### config.mk
export PLATFORM = sky130hd
export DESIGN_NAME = addr_break_unit
export DESIGN_NICKNAME = d
export VERILOG_FILES = /design/src/rtl/brk_pkg.sv /design/src/rtl/brk_match.sv /design/src/rtl/brk_channel.sv /design/src/rtl/brk_readback.sv /design/src/rtl/addr_break_unit.sv
export SDC_FILE = /design/constraint.sdc
export NUM_CORES = 1
export LEC_CHECK = 0
export ABC_CLOCK_PERIOD_IN_PS = 2300
export CAP_MARGIN = 20
export CELL_PAD_IN_SITES_DETAIL_PLACEMENT = 0
export CELL_PAD_IN_SITES_GLOBAL_PLACEMENT = 2
export CORE_ASPECT_RATIO = 0.7
export CORE_UTILIZATION = 31
export CTS_CLUSTER_DIAMETER = 200
export CTS_CLUSTER_SIZE = 30
export DETAILED_ROUTE_END_ITERATION = 10
export GPL_ROUTABILITY_DRIVEN = 0
export PLACE_DENSITY_LB_ADDON = 0.1
export SKIP_CTS_REPAIR_TIMING = 1
export SLEW_MARGIN = 10
export SYNTH_ARGS = -nofsm -noshare
export SYNTH_HDL_FRONTEND = slang
export SYNTH_HIERARCHICAL = 1
export SYNTH_SLANG_ARGS = --single-unit
### constraint.sdc
create_clock -name clk -period 2.3 [get_ports clk]
set_input_delay 0.345 -clock clk [delete_from_list [all_inputs] [get_ports clk]]
set_output_delay 0.345 -clock clk [all_outputs]
set_load 0.03 [all_outputs]
### src/rtl/brk_pkg.sv
package brk_pkg;

    localparam int CTRL_W   = 8;
    localparam int MASK_CAP = 4;

    typedef enum logic [1:0] {
        ACC_FETCH = 2'b00,
        ACC_READ  = 2'b01,
        ACC_WRITE = 2'b10,
        ACC_IDLE  = 2'b11
    } acc_kind_e;

    typedef enum logic [1:0] {
        WATCH_FETCH = 2'b00,
        WATCH_READ  = 2'b01,
        WATCH_WRITE = 2'b10,
        WATCH_DATA  = 2'b11
    } watch_e;

    // bit order is fixed by the register view: 7 flag .. 0 enable
    typedef struct packed {
        logic       hit_flag;
        logic       any_master;
        logic [2:0] mask_sel;
        watch_e     watch;
        logic       irq_en;
    } ctrl_t;

    typedef struct packed {
        logic      strobe;
        logic      from_dtc;
        acc_kind_e kind;
    } cyc_attr_t;

    function automatic logic [2:0] ignored_bits(input logic [2:0] sel);
        return (sel > 3'(MASK_CAP)) ? 3'(MASK_CAP) : sel;
    endfunction

    function automatic logic kind_matches(input watch_e w, input acc_kind_e k);
        logic ok;
        case (w)
            WATCH_FETCH: ok = (k == ACC_FETCH);
            WATCH_READ:  ok = (k == ACC_READ);
            WATCH_WRITE: ok = (k == ACC_WRITE);
            default:     ok = (k == ACC_READ) || (k == ACC_WRITE);
        endcase
        return ok;
    endfunction

endpackage

### src/rtl/brk_match.sv
module brk_match
    import brk_pkg::*;
#(
    parameter int ADDR_W = 24
) (
    input  ctrl_t              ctrl,
    input  logic [ADDR_W-1:0]  ref_addr,
    input  cyc_attr_t          attr,
    input  logic [ADDR_W-1:0]  bus_addr,
    output logic               hit
);
    logic [ADDR_W-1:0] care;
    logic [2:0]        drop_n;
    logic              addr_eq;
    logic              master_ok;
    logic              kind_ok;

    always_comb begin
        drop_n = ignored_bits(ctrl.mask_sel);
        for (int b = 0; b < ADDR_W; b++) begin
            care[b] = (b >= int'(drop_n));
        end
    end

    assign addr_eq   = (((ref_addr ^ bus_addr) & care) == '0);
    assign master_ok = ctrl.any_master | ~attr.from_dtc;
    assign kind_ok   = kind_matches(ctrl.watch, attr.kind);
    assign hit       = attr.strobe & addr_eq & master_ok & kind_ok;

    always_comb begin
        if (hit && ctrl.mask_sel == 3'd0) begin
            assert_exact_compare_R4: assert (bus_addr == ref_addr);
        end
        if (hit && !ctrl.any_master) begin
            assert_cpu_only_R7: assert (!attr.from_dtc);
        end
    end

endmodule

### src/rtl/brk_channel.sv
module brk_channel
    import brk_pkg::*;
#(
    parameter int ADDR_W = 24
) (
    input  logic              clk,
    input  logic              rst,
    input  logic              standby,
    input  logic              addr_wr,
    input  logic              ctrl_wr,
    input  logic              ctrl_rd,
    input  logic [ADDR_W-1:0] wdata,
    input  cyc_attr_t         attr,
    input  logic [ADDR_W-1:0] bus_addr,
    output logic [ADDR_W-1:0] addr_q,
    output ctrl_t             ctrl_q,
    output logic              irq
);
    logic  hit;
    logic  armed;
    ctrl_t wr_view;

    assign wr_view = ctrl_t'(wdata[CTRL_W-1:0]);

    brk_match #(.ADDR_W(ADDR_W)) u_match (
        .ctrl     (ctrl_q),
        .ref_addr (addr_q),
        .attr     (attr),
        .bus_addr (bus_addr),
        .hit      (hit)
    );

    always_ff @(posedge clk) begin
        if (rst) begin
            addr_q <= '0;
        end else if (addr_wr) begin
            addr_q <= wdata;
        end
    end

    always_ff @(posedge clk) begin
        if (rst || standby) begin
            ctrl_q <= '0;
            armed  <= 1'b0;
        end else begin
            if (ctrl_wr) begin
                ctrl_q.any_master <= wr_view.any_master;
                ctrl_q.mask_sel   <= wr_view.mask_sel;
                ctrl_q.watch      <= wr_view.watch;
                ctrl_q.irq_en     <= wr_view.irq_en;
            end
            if (hit) begin
                ctrl_q.hit_flag <= 1'b1;
            end else if (ctrl_wr && armed && !wr_view.hit_flag) begin
                ctrl_q.hit_flag <= 1'b0;
            end
            if (ctrl_wr) begin
                armed <= 1'b0;
            end else if (ctrl_rd && ctrl_q.hit_flag) begin
                armed <= 1'b1;
            end
        end
    end

    assign irq = ctrl_q.hit_flag & ctrl_q.irq_en;

    assert_hit_sets_flag_R4: assert property (@(posedge clk) disable iff (rst)
        (hit && !standby) |=> ctrl_q.hit_flag);
    assert_no_spurious_flag_R4: assert property (@(posedge clk) disable iff (rst)
        (!ctrl_q.hit_flag && !hit) |=> !ctrl_q.hit_flag);
    assert_flag_sticky_R8: assert property (@(posedge clk) disable iff (rst)
        (ctrl_q.hit_flag && !ctrl_wr && !standby) |=> ctrl_q.hit_flag);
    assert_clear_needs_read_R9: assert property (@(posedge clk) disable iff (rst)
        (ctrl_q.hit_flag && ctrl_wr && !armed && !standby) |=> ctrl_q.hit_flag);
    assert_match_beats_clear_R10: assert property (@(posedge clk) disable iff (rst)
        (hit && ctrl_wr && armed && !standby) |=> ctrl_q.hit_flag);
    assert_standby_clears_R12: assert property (@(posedge clk) disable iff (rst)
        standby |=> (ctrl_q == '0));

endmodule

### src/rtl/brk_readback.sv
module brk_readback
    import brk_pkg::*;
#(
    parameter int ADDR_W = 24,
    parameter int NUM_CH = 2,
    parameter int CH_W   = 1,
    parameter int SEL_W  = 2
) (
    input  logic [SEL_W-1:0]             sel,
    input  logic [NUM_CH-1:0][ADDR_W-1:0] addr_arr,
    input  ctrl_t [NUM_CH-1:0]            ctrl_arr,
    output logic [ADDR_W-1:0]             rdata
);
    always_comb begin
        rdata = '0;
        for (int c = 0; c < NUM_CH; c++) begin
            if (sel[SEL_W-1:1] == CH_W'(c)) begin
                if (sel[0]) begin
                    rdata[CTRL_W-1:0] = ctrl_arr[c];
                end else begin
                    rdata = addr_arr[c];
                end
            end
        end
    end

endmodule

### src/rtl/addr_break_unit.sv
module addr_break_unit
    import brk_pkg::*;
#(
    parameter  int ADDR_W = 24,
    parameter  int NUM_CH = 2,
    localparam int CH_W   = (NUM_CH > 1) ? $clog2(NUM_CH) : 1,
    localparam int SEL_W  = CH_W + 1
) (
    input  logic              clk,
    input  logic              rst,
    input  logic              standby,
    input  logic [SEL_W-1:0]  reg_sel,
    input  logic              reg_wr,
    input  logic              reg_rd,
    input  logic [ADDR_W-1:0] reg_wdata,
    output logic [ADDR_W-1:0] reg_rdata,
    input  logic              bus_strobe,
    input  logic [ADDR_W-1:0] bus_addr,
    input  logic              bus_dtc,
    input  logic [1:0]        bus_kind,
    output logic [NUM_CH-1:0] irq
);
    cyc_attr_t                     attr;
    logic [NUM_CH-1:0][ADDR_W-1:0] addr_arr;
    ctrl_t [NUM_CH-1:0]            ctrl_arr;
    logic [NUM_CH-1:0]             wr_strobes;

    assign attr.strobe   = bus_strobe;
    assign attr.from_dtc = bus_dtc;
    assign attr.kind     = acc_kind_e'(bus_kind);

    for (genvar c = 0; c < NUM_CH; c++) begin : g_ch
        logic sel_me;
        assign sel_me        = (reg_sel[SEL_W-1:1] == CH_W'(c));
        assign wr_strobes[c] = reg_wr & sel_me;

        brk_channel #(.ADDR_W(ADDR_W)) u_ch (
            .clk      (clk),
            .rst      (rst),
            .standby  (standby),
            .addr_wr  (reg_wr & sel_me & ~reg_sel[0]),
            .ctrl_wr  (reg_wr & sel_me &  reg_sel[0]),
            .ctrl_rd  (reg_rd & sel_me &  reg_sel[0]),
            .wdata    (reg_wdata),
            .attr     (attr),
            .bus_addr (bus_addr),
            .addr_q   (addr_arr[c]),
            .ctrl_q   (ctrl_arr[c]),
            .irq      (irq[c])
        );
    end

    brk_readback #(
        .ADDR_W (ADDR_W),
        .NUM_CH (NUM_CH),
        .CH_W   (CH_W),
        .SEL_W  (SEL_W)
    ) u_rb (
        .sel      (reg_sel),
        .addr_arr (addr_arr),
        .ctrl_arr (ctrl_arr),
        .rdata    (reg_rdata)
    );

    assert_one_channel_written_R13: assert property (@(posedge clk) disable iff (rst)
        $onehot0(wr_strobes));

endmodule

# [After elaboration in Yosys (flattened, before gate mapping)]
# Cells that the tools add are included.
[op_classes] order_cmp=16 eq_ne=6 mux=14 bitwise_logic=27 reduce_logical=18
[op_table] cell="$and A24 B24 Y24" count=2
[op_table] cell="$logic_not A24 Y1" count=2
[op_table] cell="$mux W24" count=2
[op_table] cell="$xor A24 B24 Y24" count=2
[op_table] cell="$mux W16" count=2
[op_table] cell="$and A1 B1 Y1" count=18
[op_table] cell="$ge A3 B3 Y1 const A" count=6
[op_table] cell="$mux W8" count=2
[op_table] cell="$ge A1 B3 Y1 const A" count=4
[op_table] cell="$ge A2 B3 Y1 const A" count=4
[op_table] cell="$eq A2 B1 Y1 const B" count=3
[op_table] cell="$eq A2 B2 Y1 const B" count=3
[op_table] cell="$gt A3 B3 Y1 const B" count=2
[op_table] cell="$logic_and A1 B1 Y1" count=6
[op_table] cell="$logic_not A2 Y1" count=3
[op_table] cell="$mux W3" count=2
[op_table] cell="$pmux W1 S3" count=2
[op_table] cell="$mux W1" count=4
[op_table] cell="$reduce_bool A2 Y1" count=2
[op_table] cell="$reduce_or A2 Y1" count=2
[op_table] cell="$not A1 Y1" count=3
[op_table] cell="$logic_or A1 B1 Y1" count=2
[op_table] cell="$or A1 B1 Y1" count=2
[op_table] cell="$logic_not A1 Y1" count=1
[word_totals] register_bits=66 input_bits=59 out_inout_bits=26 word_cells=95

# [Depth between registers and ports, before layout]
# Gate-level depths: netlist (run 1).
[depth] ltp_word=9 depth_mapped=6 ltp_nobuf=6

# [By module]
# The synthesis (run 1) kept the hierarchy.
[modules_own_cells] mod="brk_channel" instances=2 cells_per_inst=110 area_each_um2=1196.1 seq_area_each_um2=660.6
[modules_own_cells] mod="brk_match" instances=2 cells_per_inst=42 area_each_um2=362.8 seq_area_each_um2=0.0
[modules_own_cells] mod="brk_readback" instances=1 cells_per_inst=46 area_each_um2=467.9 seq_area_each_um2=0.0
[modules_own_cells] mod="addr_break_unit" instances=1 cells_per_inst=6 area_each_um2=48.8 seq_area_each_um2=0.0

# [Worst setup path after synthesis (run 1)]
# OpenSTA, ideal clock, no wires.
[synth_timing] path_kind="input-to-reg" start="input bus_kind[0]" end="register g_ch[0].u_ch/ctrl_q[7] (netlist name)" setup_ns=0.126 arrival_time_ns=1.628 t_required_ns=2.174 setup_slack_ns=0.546 stages=6 path_buffers=0 cell_sequence="inv_1 ha_1 mux4_2 o2111a_1 nor4bb_1 nor3_2"
[synth_via] elab_chain_cells=5 elab_cells_between_ends=8 classes_between="eq/ne (2); mux (2); bitwise (1); reduce/logical (3)"
[synth_lines] element="start: declaration" line_no="addr_break_unit.sv:20" rtl="input logic [1:0] bus_kind,"
[synth_lines] element="$eq A2 B1 Y1 / $eq A2 B2 Y1 (equally long branches)" line_no="brk_pkg.sv:43, brk_pkg.sv:45, brk_pkg.sv:44"
[synth_lines] element="$logic_or A1 B1 Y1" line_no="brk_pkg.sv:45" rtl="default: ok = (k == ACC_READ) || (k == ACC_WRITE);"
[synth_lines] element="$pmux W1 S3 *" line_no="brk_pkg.sv:41" rtl="case (w)"
[synth_lines] element="$and A1 B1 Y1 *" line_no="brk_match.sv:28" rtl="assign hit = attr.strobe & addr_eq & master_ok & kind_ok;"
[synth_lines] element="net g_ch[0].u_ch.hit" line_no="brk_channel.sv:19" rtl="logic hit;"
[synth_lines] element="$mux W1 / $reduce_bool A2 Y1 (equally long branches)"
[synth_lines] element="end: declaration" line_no="brk_channel.sv:16" rtl="output ctrl_t ctrl_q,"
# The timed path passes the listed nets; every way through them passes the cells marked *.
# A chain may end at the register's enable or synchronous reset.

# [Worst setup path in the final report (run 1)]
[layout_timing] start="input reg_sel[1]" end="output reg_rdata[7]"
[layout_via] elab_chain_cells=2
[layout_lines] element="start: declaration" line_no="addr_break_unit.sv:12" rtl="input logic [SEL_W-1:0] reg_sel,"
[layout_lines] element="$mux W24" line_no="brk_readback.sv:17" rtl="if (sel[SEL_W-1:1] == CH_W'(c)) begin"
[layout_lines] element="$mux W24 *" line_no="brk_readback.sv:17"
[layout_lines] element="end: declaration" line_no="addr_break_unit.sv:16" rtl="output logic [ADDR_W-1:0] reg_rdata,"
# Mark *: on every way between the ends. The rest lies on a longest branch, timed or not.

==> results of run 1 <==
-- worst reg2reg max path, cell delays in order (launching register included) --
cell      delay [ps]
dfxtp_1          340
xnor2_1          240
nand4_1          150
nor4_1           400
buf_4            200
o2111a_1         210
nor4bb_1          70
nor3_2           140
-- power groups by stage --
stage / logic, mW / clock network [mW] / registers [mW]
final: 0.449 / 1.39 / 1.21
after global routing: 0.489 / 1.49 / 1.21
after global placement: 0.448 / 0 / 1.23
after floorplan: 0.247 / 0 / 1.22
after detailed placement: 0.450 / 0 / 1.23
after CTS: 0.453 / 1.44 / 1.21
-- registers in the layout (all words and copies together), names as in the netlist --
| signal | flops |
|---|---|
| g_ch.u_ch/addr_q | 48 |
| g_ch.u_ch/armed | 2 |
| g_ch.u_ch/ctrl_q | 16 |
-- placed cells by master, fill, tap and decap left out, drive strengths merged, types with 2 or more instances in the layout --
cell / count
nor2: 80
mux2i: 78
dfxtp: 66
clkdlybuf4s50: 59
xnor2: 40
buf: 38
clkbuf: 13
mux4: 10
xor2: 8
nand4: 8
ha: 6
nor3: 4
a21oi: 4
inv: 4
nor4: 4
and3b: 3
dlymetal6s2s: 3
and3: 2
and2: 2
or2: 2
nor4bb: 2
o21ai: 2
o211ai: 2
nand2b: 2
nand3: 2
o2111a: 2
-- worst max path at each step --
stage	endpoint	startpoint
floorplan	g_ch[0].u_ch/ctrl_q[7]	bus_kind[0]
detailed placement	reg_rdata[2]	reg_sel[0]
global route	reg_rdata[9]	reg_sel[1]
CTS	reg_rdata[2]	reg_sel[0]
global placement	reg_rdata[2]	reg_sel[0]
finish	reg_rdata[7]	reg_sel[1]
-- cells by family (layout without fill, tap and decap cells) --
| logic type | Yosys count | count (layout) | synth area share [%] |
|---|---|---|---|
| xor+xnor | 48 | 48 | 12.0 |
| mux | 88 | 88 | 28.2 |
| flops | 66 | 66 | 36.4 |
| buf+inv | 26 | 119 | 4.92 |
| fa+ha+maj | 6 | 6 | 2.07 |
| compound gates | 10 | 10 | 1.86 |
| simple gates | 112 | 112 | 14.6 |
-- final cells by class --
class	instances	share of cell area [%]
Multi-Input combinational cell	264	43.3
Sequential cell	66	26.8
Timing Repair Buffer	100	19.5
Clock buffer	13	5.48
Tap cell	153	3.88
Clock inverter	2	0.710
Inverter	4	0.304
-- metrics by stage --
stage	area, um^2	worst slack, ps
5_1_grt	4940	104
2_1_floorplan	3630	546
4_1_cts	4920	-153
6_report	4940	186
3_3_place_gp	4610	-122
3_5_place_dp	4610	-139
-- metal layers --
layer | part of all wire (%) | wire length, um
met1 | 54 | 5630
met5 | 0 | 0
met2 | 41 | 4240
met3 | 4.3 | 443
met4 | 0.38 | 39
==> impl_metrics.csv, run 1 <==
group,metric,value,unit
global_route,grt_max_degree,47,
pwr,seqPwrFrac,39.7,%
final_layout,multi_input_area,0.00214,mm^2
pwr,p_comb_share,14.8,%
hold_path,min_path_type,"reg -> reg",
final_layout,n_antenna_cell,0,
placement,dp_hpwl,7.82,mm
logic_synthesis,synth_edf_count,0,
logic_synthesis,synth.top_cell.area_share,36.4,%
critical_path,crit_chain,"clkdlybuf4s50_1 -> buf_4 -> mux4_2 -> buf_4",
logic_synthesis,synth_most_common_cell,"nor2_1",
logic_synthesis,ys_seq_area_share,36.4,%
sta,tns,0,ps
final_layout,fin_nets,510,
final_layout,layout-area-overhead-vs-synth,35.8,%
global_route,grt_pass1_wl,16.7,mm
critical_path,crit_family,"buffers and inverters",
hold_path,min_from,"g_ch[1].u_ch/armed",
logic_synthesis,yosysWarnings,6,
detailed_routing,drt-initial-drc-count,164,
logic_synthesis,yosys.area.top_type,"dfxtp_1",
critical_path,cp-end-kind,"primary output",
pwr,p_int,2.33,mW
critical_path,cp.buffers_inverters,3,
clocking,clock_sinks,66,
hold_path,whs_endpoint,"g_ch[1].u_ch/armed",
floorplan,num_rows,32,
critical_path,r2r_cells,7,
sta,report.final.slew_viol_count,0,
sta,finClkSkew,3.66,ps
global_route,grt_pass1_vias,2879,
clocking,cts_made_buffers,9,
global_route,antenna_found_initial,0,
global_route,grt_use_met3,4.98,%
detailed_routing,drt_pass1_iterations,4,
detailed_routing,drc,0,
global_route,met1_usage,27.4,%
final_layout,seqCellArea,0.00132,mm^2
pwr,switching_power,711,uW
final_layout,drive_gt1_share,14.7,%
sta,tightestPinTransition,501,ps
pwr,clockPowerShare,45.6,%
logic_synthesis,syn_inst,356,
critical_path,timing.rr.start,"g_ch[0].u_ch/addr_q[7]",
logic_synthesis,syn_nets,421,
critical_path,cp.arrival,1770,ps
detailed_routing,postRouteAntennaNets,0,
critical_path,critPathMaxStageDelay,570,ps
logic_synthesis,async_flop_share,0,%
floorplan,initial_core_util,32.4,%
hold_path,whs_path_depth,2,
final_layout,n_fill_cell,1099,
sta,finalHoldWorstSlack,491,ps
pwr,p_leak,1.92,nW
critical_path,rr_endpoint,"g_ch[0].u_ch/ctrl_q[7]",
critical_path,crit_cells,4,
clocking,cts_tree,"built",
final_layout,final_util,44.0,%
critical_path,crit_top_cell,"buf_4",
critical_path,worstSetupPathType,"in -> out",
critical_path,worstPathRequired,1960,ps
critical_path,slowest_stage,"clkdlybuf4s50_1",
logic_synthesis,synth_cell_types,30,
sta,period_minus_slack,2110,ps
global_route,grt_overflow,0,
clocking,clk_latency,320,ps
global_route,groute.layer.met2.usage,25.1,%
pwr,powerDensity,617,mW/mm^2
sta,fmax,473,MHz
clocking,clock_path_buffers,2,
placement,dp.cells,587,
pwr,p_sw_share,23.3,%
floorplan,die-area,0.0122,mm^2
clocking,root_buffer,"clkbuf_16",
global_route,top_usage_layer,"met1",
logic_synthesis,synth_area_leaders,"dfxtp_1, mux2i_1, xnor2_1",
floorplan,core_area,0.0112,mm^2
pwr,max-vdd-ir-drop,0.316,mV
final_layout,final_cells,602,
sta,max_slew_margin,66.6,%
critical_path,crit_path_max_fanout,17,
critical_path,start_kind,"primary input",
detailed_routing,wirelength,10.4,mm
sta,hold_viol,0,
placement,portBuffers,84,
detailed_routing,wl_per_cell,17.2,um
sta,rsz0062_at_grt,"no",
pwr,power.total,3.05,mW
logic_synthesis,synth_area,0.00363,mm^2
floorplan,io_pins,85,
logic_synthesis,synthFlopType,"dfxtp_1",
detailed_routing,vias,2824,
run,cap_violations,0,
global_route,track_usage,18.1,%
sta,post-route-period-util,91.9,%
detailed_routing,via_per_inst,4.69,
clocking,h-tree-depth,3,
sta,finalSetupViolCount,0,
critical_path,regToRegSetupSlack,490,ps
logic_synthesis,synth.avg_cell_area,10.2,um^2
logic_synthesis,synth_commonest_cells,"nor2_1, mux2i_1, dfxtp_1",
outcome,status,"finished, final reports clean",
floorplan,fp.dieW,131,um
clocking,clkSlewWorstSetupHoldPaths,50,ps
floorplan,fp.dieH,92.6,um
logic_synthesis,ys_seq_elements,66,
(Power assumes the default switching activity.)
==> run 2, diff against run 1 <==
- CTS_BUF_LIST: unset -> sky130_fd_sc_hd__clkbuf_16
==> impl_metrics.csv, run 2 (synthesis gave the netlist of run 1 again) <==
group,metric,value,unit
detailed_routing,drt-initial-drc-count,147,
sta,fmax,472,MHz
global_route,grt_pass1_vias,2874,
critical_path,timing.rr.start,"g_ch[1].u_ch/addr_q[7]",
sta,tightestPinTransition,502,ps
clocking,h-tree-depth,3,
global_route,grt_max_degree,47,
final_layout,layout_commonest_cell,"nor2_1",
final_layout,fin_nets,510,
floorplan,initial_core_util,32.4,%
hold_path,min_path_type,"reg -> reg",
clocking,root_buffer,"clkbuf_16",
final_layout,largest_register_ffs,48,
detailed_routing,vias,2839,
final_layout,final_cell_mix,"nor2_1, mux2i_1, dfxtp_1",
sta,max_slew_margin,66.6,%
critical_path,crit_top_cell,"buf_4",
final_layout,top_regs,"g_ch.u_ch/addr_q (48), g_ch.u_ch/ctrl_q (16), g_ch.u_ch/armed (2)",
critical_path,crit_chain,"clkdlybuf4s50_1 -> buf_4 -> mux4_2 -> buf_4",
global_route,grt_overflow,0,
run,cap_violations,0,
critical_path,worstPathRequired,1960,ps
critical_path,critPathMaxStageDelay,570,ps
floorplan,fp.dieW,131,um
sta,period_minus_slack,2120,ps
critical_path,worstSetupPathType,"in -> out",
floorplan,die-area,0.0122,mm^2
critical_path,cp.buffers_inverters,3,
pwr,powerDensity,599,mW/mm^2
sta,finClkSkew,3.28,ps
critical_path,cp-end-kind,"primary output",
clocking,cts_made_buffers,9,
sta,hold_viol,0,
pwr,max-vdd-ir-drop,0.315,mV
final_layout,n_fill_cell,1106,
sta,report.final.slew_viol_count,0,
clocking,clock_sinks,66,
final_layout,n_antenna_cell,0,
critical_path,slowest_stage,"clkdlybuf4s50_1",
critical_path,startpoint,"reg_sel[1]",
detailed_routing,drt_pass1_iterations,4,
final_layout,layout-area-overhead-vs-synth,35.0,%
critical_path,cp.arrival,1770,ps
sta,finalHoldWorstSlack,489,ps
sta,post-route-period-util,92.0,%
floorplan,io_pins,85,
clocking,clk_latency,320,ps
placement,dp.cells,587,
global_route,antenna_found_initial,0,
final_layout,top_register,"g_ch.u_ch/addr_q",
detailed_routing,wirelength,10.4,mm
detailed_routing,wl_per_cell,17.2,um
critical_path,crit_path_max_fanout,17,
placement,portBuffers,84,
clocking,clkSlewWorstSetupHoldPaths,50,ps
floorplan,fp.dieH,92.6,um
final_layout,final_cells,602,
clocking,cts_tree,"built",
sta,finalSetupViolCount,0,
final_layout,drive_gt1_share,14.0,%
placement,dp_hpwl,7.82,mm
outcome,status,"finished, final reports clean",
detailed_routing,drc,0,
detailed_routing,postRouteAntennaNets,0,
hold_path,min_from,"g_ch[1].u_ch/armed",
clocking,clock_path_buffers,2,
critical_path,start_kind,"primary input",
floorplan,num_rows,32,
floorplan,core_area,0.0112,mm^2
global_route,grt_pass1_wl,16.7,mm
detailed_routing,via_per_inst,4.72,
sta,rsz0062_at_grt,"no",
global_route,track_usage,18.1,%
pwr,p_leak,1.91,nW
critical_path,crit_family,"buffers and inverters",
==> run 2: layout make-up <==
| type | instances | area (um^2) | share of cell area [%] |
|---|---|---|---|
| Clock inverter | 6 | 50.0 | 1.02 |
| Timing Repair Buffer | 100 | 963 | 19.6 |
| Multi-Input combinational cell | 264 | 2140 | 43.6 |
| Tap cell | 153 | 191 | 3.90 |
| Sequential cell | 66 | 1320 | 26.9 |
| Clock buffer | 9 | 225 | 4.59 |
| Inverter | 4 | 15.0 | 0.306 |
==> run 2: layer usage <==
metal  track usage [%]  part of all wire [%]
met4              3.59                  0.50
met1              27.4                    54
met5                 0                     0
met3              4.98                   5.0
met2              25.1                    41
==> run 2: final timing paths <==
kind | endpoint | depth (start not counted) | slack (ps)
worst max-delay path | reg_rdata[7] | 4 | 180
worst min-delay path | g_ch[1].u_ch/armed | 2 | 490
worst max register to register | g_ch[1].u_ch/ctrl_q[7] | 7 | 490
worst min register to register | g_ch[1].u_ch/armed | 2 | 490
==> run 2: per-stage QoR <==
stage	setup TNS, ps	power [mW]	cell area (um^2)	utilization [%]	worst slack (ps)
after CTS	-556	2.99	4890	43.6	-153
after global routing	0	3.08	4910	43.8	104
final	0	2.94	4910	43.8	183
after detailed placement	-678	1.68	4610	41.1	-139
after global placement	-489	1.68	4610	41.1	-122
after floorplan	0	1.47	3630	-	546
==> run 2: worst min-delay path: cells and delay by family (launching register included) <==
kind            cells  cell delay [ps]
flops               1              310
simple gates        1               80
compound gates      1               50
==> run 2: power by group <==
| group | switching, mW | internal, mW | leakage [nW] | total [mW] |
|---|---|---|---|---|
| Sequential | 0.0309 | 1.18 | 0.535 | 1.21 |
| Clock | 0.465 | 0.814 | 0.139 | 1.28 |
| Combinational | 0.212 | 0.238 | 1.23 | 0.450 |
